<file path="src/rtl/serial_tx_pkg.sv">
package serial_tx_pkg;
  localparam int BYTE_W = 8;
  typedef logic [BYTE_W-1:0] tx_byte_t;

  function automatic int pos_width(input int data_bits);
    return $clog2(data_bits + 3);
  endfunction
endpackage

</file>
<file path="src/rtl/tx_sync_chain.sv">
module tx_sync_chain #(
  parameter int STAGES = 2,
  parameter bit RST_VAL = 1'b1
) (
  input  logic clk,
  input  logic rst_n,
  input  logic async_in,
  output logic sync_out
);
  logic [STAGES-1:0] chain;

  always_ff @(posedge clk or negedge rst_n) begin
    if (!rst_n) chain <= {STAGES{RST_VAL}};
    else        chain <= {chain[STAGES-2:0], async_in};
  end

  assign sync_out = chain[STAGES-1];
endmodule

</file>
<file path="src/rtl/tx_byte_fifo.sv">
module tx_byte_fifo #(
  parameter int DEPTH = 4,
  parameter int W     = 8,
  parameter int AW    = 2,
  parameter int LW    = 3
) (
  input  logic          clk,
  input  logic          rst_n,
  input  logic          wr_en,
  input  logic [W-1:0]  wr_data,
  input  logic          rd_en,
  output logic [W-1:0]  rd_data,
  output logic [LW-1:0] level,
  output logic          full,
  output logic          empty
);
  logic [W-1:0]  store [DEPTH];
  logic [AW-1:0] wr_ptr, rd_ptr;

  function automatic logic [AW-1:0] bump(input logic [AW-1:0] p);
    return (p == AW'(DEPTH - 1)) ? '0 : p + AW'(1);
  endfunction

  always_ff @(posedge clk) begin
    if (wr_en) store[wr_ptr] <= wr_data;
  end

  always_ff @(posedge clk or negedge rst_n) begin
    if (!rst_n) begin
      wr_ptr <= '0;
      rd_ptr <= '0;
      level  <= '0;
    end else begin
      if (wr_en) wr_ptr <= bump(wr_ptr);
      if (rd_en) rd_ptr <= bump(rd_ptr);
      level <= level + LW'(wr_en) - LW'(rd_en);
    end
  end

  assign rd_data = store[rd_ptr];
  assign full    = (level == LW'(DEPTH));
  assign empty   = (level == '0);
endmodule

</file>
<file path="src/rtl/tx_frame_shifter.sv">
module tx_frame_shifter #(
  parameter int W  = 8,
  parameter int PW = 4
) (
  input  logic         clk,
  input  logic         rst_n,
  input  logic         tick,
  input  logic         can_send,
  input  logic [W-1:0] byte_in,
  output logic         pop,
  output logic         txd,
  output logic         busy
);
  // position: 0 idle, 1 start, 2..W+1 data, W+2 stop on line
  localparam int STOP_POS = W + 1;
  localparam int LAST_POS = W + 2;

  logic [PW-1:0] pos;
  logic [W-1:0]  shreg;
  logic          at_boundary;

  assign at_boundary = (pos == '0) || (pos == PW'(LAST_POS));
  assign pop         = tick && at_boundary && can_send;
  assign busy        = (pos != '0);

  always_ff @(posedge clk or negedge rst_n) begin
    if (!rst_n) begin
      pos   <= '0;
      txd   <= 1'b1;
      shreg <= '0;
    end else if (tick) begin
      if (at_boundary) begin
        if (can_send) begin
          pos   <= PW'(1);
          txd   <= 1'b0;
          shreg <= byte_in;
        end else begin
          pos <= '0;
          txd <= 1'b1;
        end
      end else if (pos < PW'(STOP_POS)) begin
        txd   <= shreg[0];
        shreg <= shreg >> 1;
        pos   <= pos + PW'(1);
      end else begin
        txd <= 1'b1;
        pos <= PW'(LAST_POS);
      end
    end
  end
endmodule

</file>
<file path="src/rtl/serial_tx_flow.sv">
module serial_tx_flow #(
  parameter int DEPTH       = 4,
  parameter int SYNC_STAGES = 2
) (
  input  logic                       clk,
  input  logic                       rst_n,
  input  logic                       baud_tick,
  input  logic [serial_tx_pkg::BYTE_W-1:0] in_data,
  input  logic                       in_valid,
  output logic                       in_ready,
  input  logic                       cts_n,
  input  logic                       flow_en,
  output logic                       txd
);
  import serial_tx_pkg::*;

  localparam int AW = (DEPTH > 1) ? $clog2(DEPTH) : 1;
  localparam int LW = $clog2(DEPTH + 1);
  localparam int PW = pos_width(BYTE_W);

  logic          cts_n_sync;
  logic          fifo_full, fifo_empty, fifo_pop, fifo_push;
  logic [LW-1:0] fifo_level;
  tx_byte_t      head_byte;
  logic          can_send, ser_busy;

  tx_sync_chain #(.STAGES(SYNC_STAGES), .RST_VAL(1'b1)) u_sync (
    .clk(clk), .rst_n(rst_n), .async_in(cts_n), .sync_out(cts_n_sync)
  );

  assign in_ready  = !fifo_full;
  assign fifo_push = in_valid && in_ready;

  tx_byte_fifo #(.DEPTH(DEPTH), .W(BYTE_W), .AW(AW), .LW(LW)) u_fifo (
    .clk(clk), .rst_n(rst_n), .wr_en(fifo_push), .wr_data(in_data),
    .rd_en(fifo_pop), .rd_data(head_byte), .level(fifo_level),
    .full(fifo_full), .empty(fifo_empty)
  );

  assign can_send = !fifo_empty && (!flow_en || !cts_n_sync);

  tx_frame_shifter #(.W(BYTE_W), .PW(PW)) u_shift (
    .clk(clk), .rst_n(rst_n), .tick(baud_tick), .can_send(can_send),
    .byte_in(head_byte), .pop(fifo_pop), .txd(txd), .busy(ser_busy)
  );
endmodule

</file>
<file path="config.mk">
export PLATFORM = sky130hd
export DESIGN_NAME = serial_tx_flow
export DESIGN_NICKNAME = d
export VERILOG_FILES = /design/src/rtl/serial_tx_pkg.sv /design/src/rtl/tx_sync_chain.sv /design/src/rtl/tx_byte_fifo.sv /design/src/rtl/tx_frame_shifter.sv /design/src/rtl/serial_tx_flow.sv
export SDC_FILE = /design/constraint.sdc
export NUM_CORES = 1
export LEC_CHECK = 0
export ABC_CLOCK_PERIOD_IN_PS = 3100
export BUFFER_PORTS_ARGS = -buffer_cell sky130_fd_sc_hd__buf_2
export CORE_ASPECT_RATIO = 2
export CORE_MARGIN = 1
export CORE_UTILIZATION = 35
export CTS_BUF_LIST = sky130_fd_sc_hd__clkbuf_16
export DETAILED_ROUTE_END_ITERATION = 16
export PLACE_DENSITY = 0.59
export SYNTH_ARGS = -nofsm -noshare
export SYNTH_HDL_FRONTEND = slang
export SYNTH_SLANG_ARGS = --single-unit
export TNS_END_PERCENT = 1
</file>
<file path="constraint.sdc">
create_clock -name clk -period 3.1 [get_ports clk]
set_clock_uncertainty 0.2 [all_clocks]
set_input_delay 0.31 -clock clk [delete_from_list [all_inputs] [get_ports clk]]
set_output_delay 0.31 -clock clk [all_outputs]
set_load 0.005 [all_outputs]
</file>
==> results <==
- The run finished with clean final reports.
- The worst setup margin is 249.5 ps.
- The cell that appears most often on the critical path is sky130_fd_sc_hd__inv_1.
- Routability-driven placement finished with a final weighted congestion of 0.7172.
- The synthesized netlist devotes 4.150% of its cell area to compound gates.
- After floorplanning, the core was divided into 42 placement rows.
- The total power is 2.661 mW.
- Clock tree synthesis inserted a total of 5 buffers.
- The synthesized netlist devotes 0.7172% of its cell area to XOR and XNOR gates.
- By area, the combinational part of the netlist is dominated by multiplexers.
- During synthesis, Yosys emitted a total of 0 warnings.
- CTS placed an instance of sky130_fd_sc_hd__clkbuf_16 at the clock tree root.
- The quantity of I/O buffers inserted on ports is 15.
- The number of max-slew violations in the final report came to 0.
- Grouping stages by cell kind, the critical path spends the most delay in adder cells.
- The deepest clock path buffer count is 2.
- The average vias per placed instance is 4.680.
- The number of global-route vias before repair came to 1332.
- The core region is 0.006674 mm^2.
- The fraction of layout cells with a size suffix above 1 is 27.38%.
- Of the total synthesized cell area, the portion taken by AND, OR, NAND and NOR gates is 5.123%.
- The die outline area is 0.007337 mm^2.
- Global routing used 12.52% of the available tracks across all layers.
- The data arrival time of the critical path is 2880 ps.
- The instance count of the mapped netlist is 145.
- The worst pin sits at a relative slew slack of 64.41%.
- The startpoint of the lowest-slack register-to-register path is u_shift.pos[0].
- Sequential elements use 62.04% of the synthesized area.
- The sum of overflow across all layers after global routing is 0.
- Once layout is done, the placed cells without fillers occupy 0.002800 mm^2.
- The area taken by multi-input logic gates is 857.1 um^2.
- At the end of the flow, the number of nets in the layout was 192.
- Dividing the synthesized area by the synthesized cell count gives 16.84 um^2.
- After layout, the minimum clock period comes to 2851 ps.
- The netlist area before placement is 0.002442 mm^2.
- The critical path buffer and inverter count is 4.
- Counting flops with an async set or reset pin after synthesis yields a share of 40.74%.
- The count of vias placed by the detailed router is 1198.
- The library cell occupying the most area in the post-synthesis netlist is sky130_fd_sc_hd__edfxtp_1.
- For this run, design rule violations remaining after detail routing come to 0.
- The signal on the critical path passes through inv_1 > ha_1 > nand2b_4 > a2111oi_4 > nand2_2 > inv_1 > ha_1 > inv_1 > ha_1 > inv_1 > fa_1 > xnor2_1 > xnor2_1.
- The worst setup path is captured at a flop.
- The antenna diode instance count is 0.
- The maximum net fanout on the critical path is 4.
- The die boundary height is 120.1 um.
- Counting instances in the post-synthesis netlist gives the leading cell types as sky130_fd_sc_hd__edfxtp_1, sky130_fd_sc_hd__dfrtp_1, sky130_fd_sc_hd__inv_1.
- The proportion of synthesized area in mux cells is 19.16%.
- Fill cells in the final layout number 617.
- The worst register-to-register path has a setup slack of 250 ps.
- For this block, the routed nets add up to 3825 um of wire.
- The endpoint identified for the worst register-to-register timing path is u_fifo.level[2].
- The H-tree depth is 2.
- The hold violation total from the final report is 0.
- Yosys attributes the largest share of cell area to sky130_fd_sc_hd__edfxtp_1, sky130_fd_sc_hd__dfrtp_1, sky130_fd_sc_hd__mux4_1, sky130_fd_sc_hd__ha_1, sky130_fd_sc_hd__mux2_1.
- The per-cell routed wire length is 14.94 um.
- Pin placement for this block handled 16 I/O pins.
- The clock tree from TritonCTS is done.
- The count of nets left with antenna violations once routing finished came out at 0.
- The setup TNS is 0 ps.
- The leakage component of the power is 1.135 nW.
- The endpoint of the most critical setup path is u_fifo.level[2].
- The floorplan step set the die width to 61.07 um.
- The synthesized-area fraction occupied by adder cells is 5.943%.
- After layout, the worst path uses 91.95% of the clock period.
- The delay contributed by the slowest stage of the critical path is 420 ps.
- The most frequent cell after synthesis is sky130_fd_sc_hd__edfxtp_1.
- The first detailed-routing pass ran for 4 iterations.
- The worst endpoint required time is 3120 ps.
- The number of flops mapped to enable cells by yosys is 32.
- In the final layout, flip-flops and latches occupy 0.001515 mm^2.
- In this run, the number of DRC markers left after iteration 0 of detailed routing was 47.
- Across the run, the number of max-cap violations was 0.
- From synthesis to final layout, the design area changed by 14.65%.
- The synthesized design devotes to its leading area cell type 39.34% of total area.
- The peak ir drop on the vdd network is 0.0005957 V.
- The element type at the critical path start is a flop.
- The number of antenna violations at the first check in global routing is 0.
- The number of sinks on the clock net is 54.
- The first-pass GRT wire length is 6417 um.
- The instance area at placement is 0.002606 mm^2.
- The number of gates resized after CTS was 0.
- The post-placement setup slack is 231.5 ps.
- The critical path starts at u_shift.pos[0].
- Counting buffers and inverters, the worst setup path is 13 cells deep.
- In the synthesized netlist the dominant register cell turns out to be sky130_fd_sc_hd__edfxtp_1.
- The net count after synthesis is 170.
- The slew at the pin closest to its max-slew limit is 533.9 ps.
- The starting density of the core is 36.60%.
- The number of synthesized register bits is 54.
- The depth of the worst register-to-register path is 13.
- The later-pin clock latency in the skew report is 300 ps.
- The half-perimeter wire length after placement is 2906 um.
- The slowest cell on the critical path is sky130_fd_sc_hd__dfrtp_1.
- Setup repair after global routing left no endpoint under its margin.
- The class of the tightest hold or removal check is input pin to flop.
- The worst hold path begins at in_data[3].
- Clock-pin slew was measured on the worst setup and hold paths at 70 ps.
- The distinct cell type count of the synthesized netlist is 35.
- The number of setup violations in the final report is 0.
- The top achievable clock speed is 0.3508 GHz.
- The pin count of the biggest net entering global routing is 23.
- The type of the worst setup path is flop to flop.
- Power spread over the standard cell area amounts to 950.3 mW/mm^2.
-- repair_timing --
item / in CTS / in global routing
endpoints found under the hold margin: 20 / 0
setup buffers: 0 / 0
hold buffers: 2 / 0
-- cells by family after synthesis --
kind of cell / after synthesis
AO/OA/AOI/OAI: 12
XOR/XNOR: 2
adder cells (fa/ha/maj): 11
buffers and inverters: 14
flip-flops: 54
multiplexers: 30
AND/OR/NAND/NOR: 22
-- cell usage in the layout, fill, tap and decap left out, drive strengths merged, types with 5 or more instances in the layout --
cell type	netlist	layout
edfxtp	32	32
dfrtp	19	19
mux2	18	18
buf	2	16
inv	11	12
ha	10	10
mux4	8	8
a21oi	7	7
nor2	5	5
clkbuf	1	5
nand2	5	5
-- per-layer routing --
metal  part of all wire [%]  GRT usage [%]
met1                     36          12.76
met2                     59          21.88
met3                    2.6          2.909
met4                    3.0          7.244
met5                      0              0
-- state kept, by name (all words and copies together), names as in the netlist --
name and cells:
u_fifo.rd_ptr 2, u_fifo.store 32, u_shift.shreg 8, u_fifo.wr_ptr 2, u_shift.pos 4, u_sync.chain 2, u_shift.txd 1, u_fifo.level 3
-- worst register-to-register path: cells and delay by family (launching register included) --
| kind | cells | cell delay, ps |
|---|---|---|
| AO/OA/AOI/OAI | 1 | 370 |
| XOR/XNOR | 2 | 310 |
| adder cells (fa/ha/maj) | 4 | 980 |
| buffers and inverters | 4 | 280 |
| flip-flops | 1 | 420 |
| AND/OR/NAND/NOR | 2 | 210 |
-- worst min-delay path by stage --
stage                          to  slack, ps  depth (start not counted)
2_1_floorplan     u_fifo.level[0]       -190                          0
3_3_place_gp     u_shift.shreg[6]        100                          1
3_5_place_dp     u_shift.shreg[5]        120                          1
4_1_cts        u_fifo.store[1][3]         20                          1
5_1_grt        u_fifo.store[3][0]         20                          1
6_report       u_fifo.store[1][3]         20                          1
-- final cells by class --
type,instances,area share [%]
Clock inverter,3,1.743
Multi-Input combinational cell,77,30.61
Tap cell,88,3.932
Sequential cell,54,54.11
Timing Repair Buffer,18,3.664
Clock buffer,5,4.468
Inverter,11,1.475
-- metrics by stage --
stage	utilization (%)	cells	hold WS [ps]
6_report	41.96	256	22.99
5_1_grt	41.96	256	24.81
4_1_cts	41.96	256	18.54
3_5_place_dp	39.05	246	120.0
3_3_place_gp	39.05	246	101.8
2_1_floorplan	-	145	-185.6
-- power by group --
| part | switching [mW] | internal (mW) |
|---|---|---|
| Sequential | 0.171 | 0.990 |
| Combinational | 0.382 | 0.468 |
| Clock | 0.264 | 0.387 |
(Power assumes the default switching activity.)
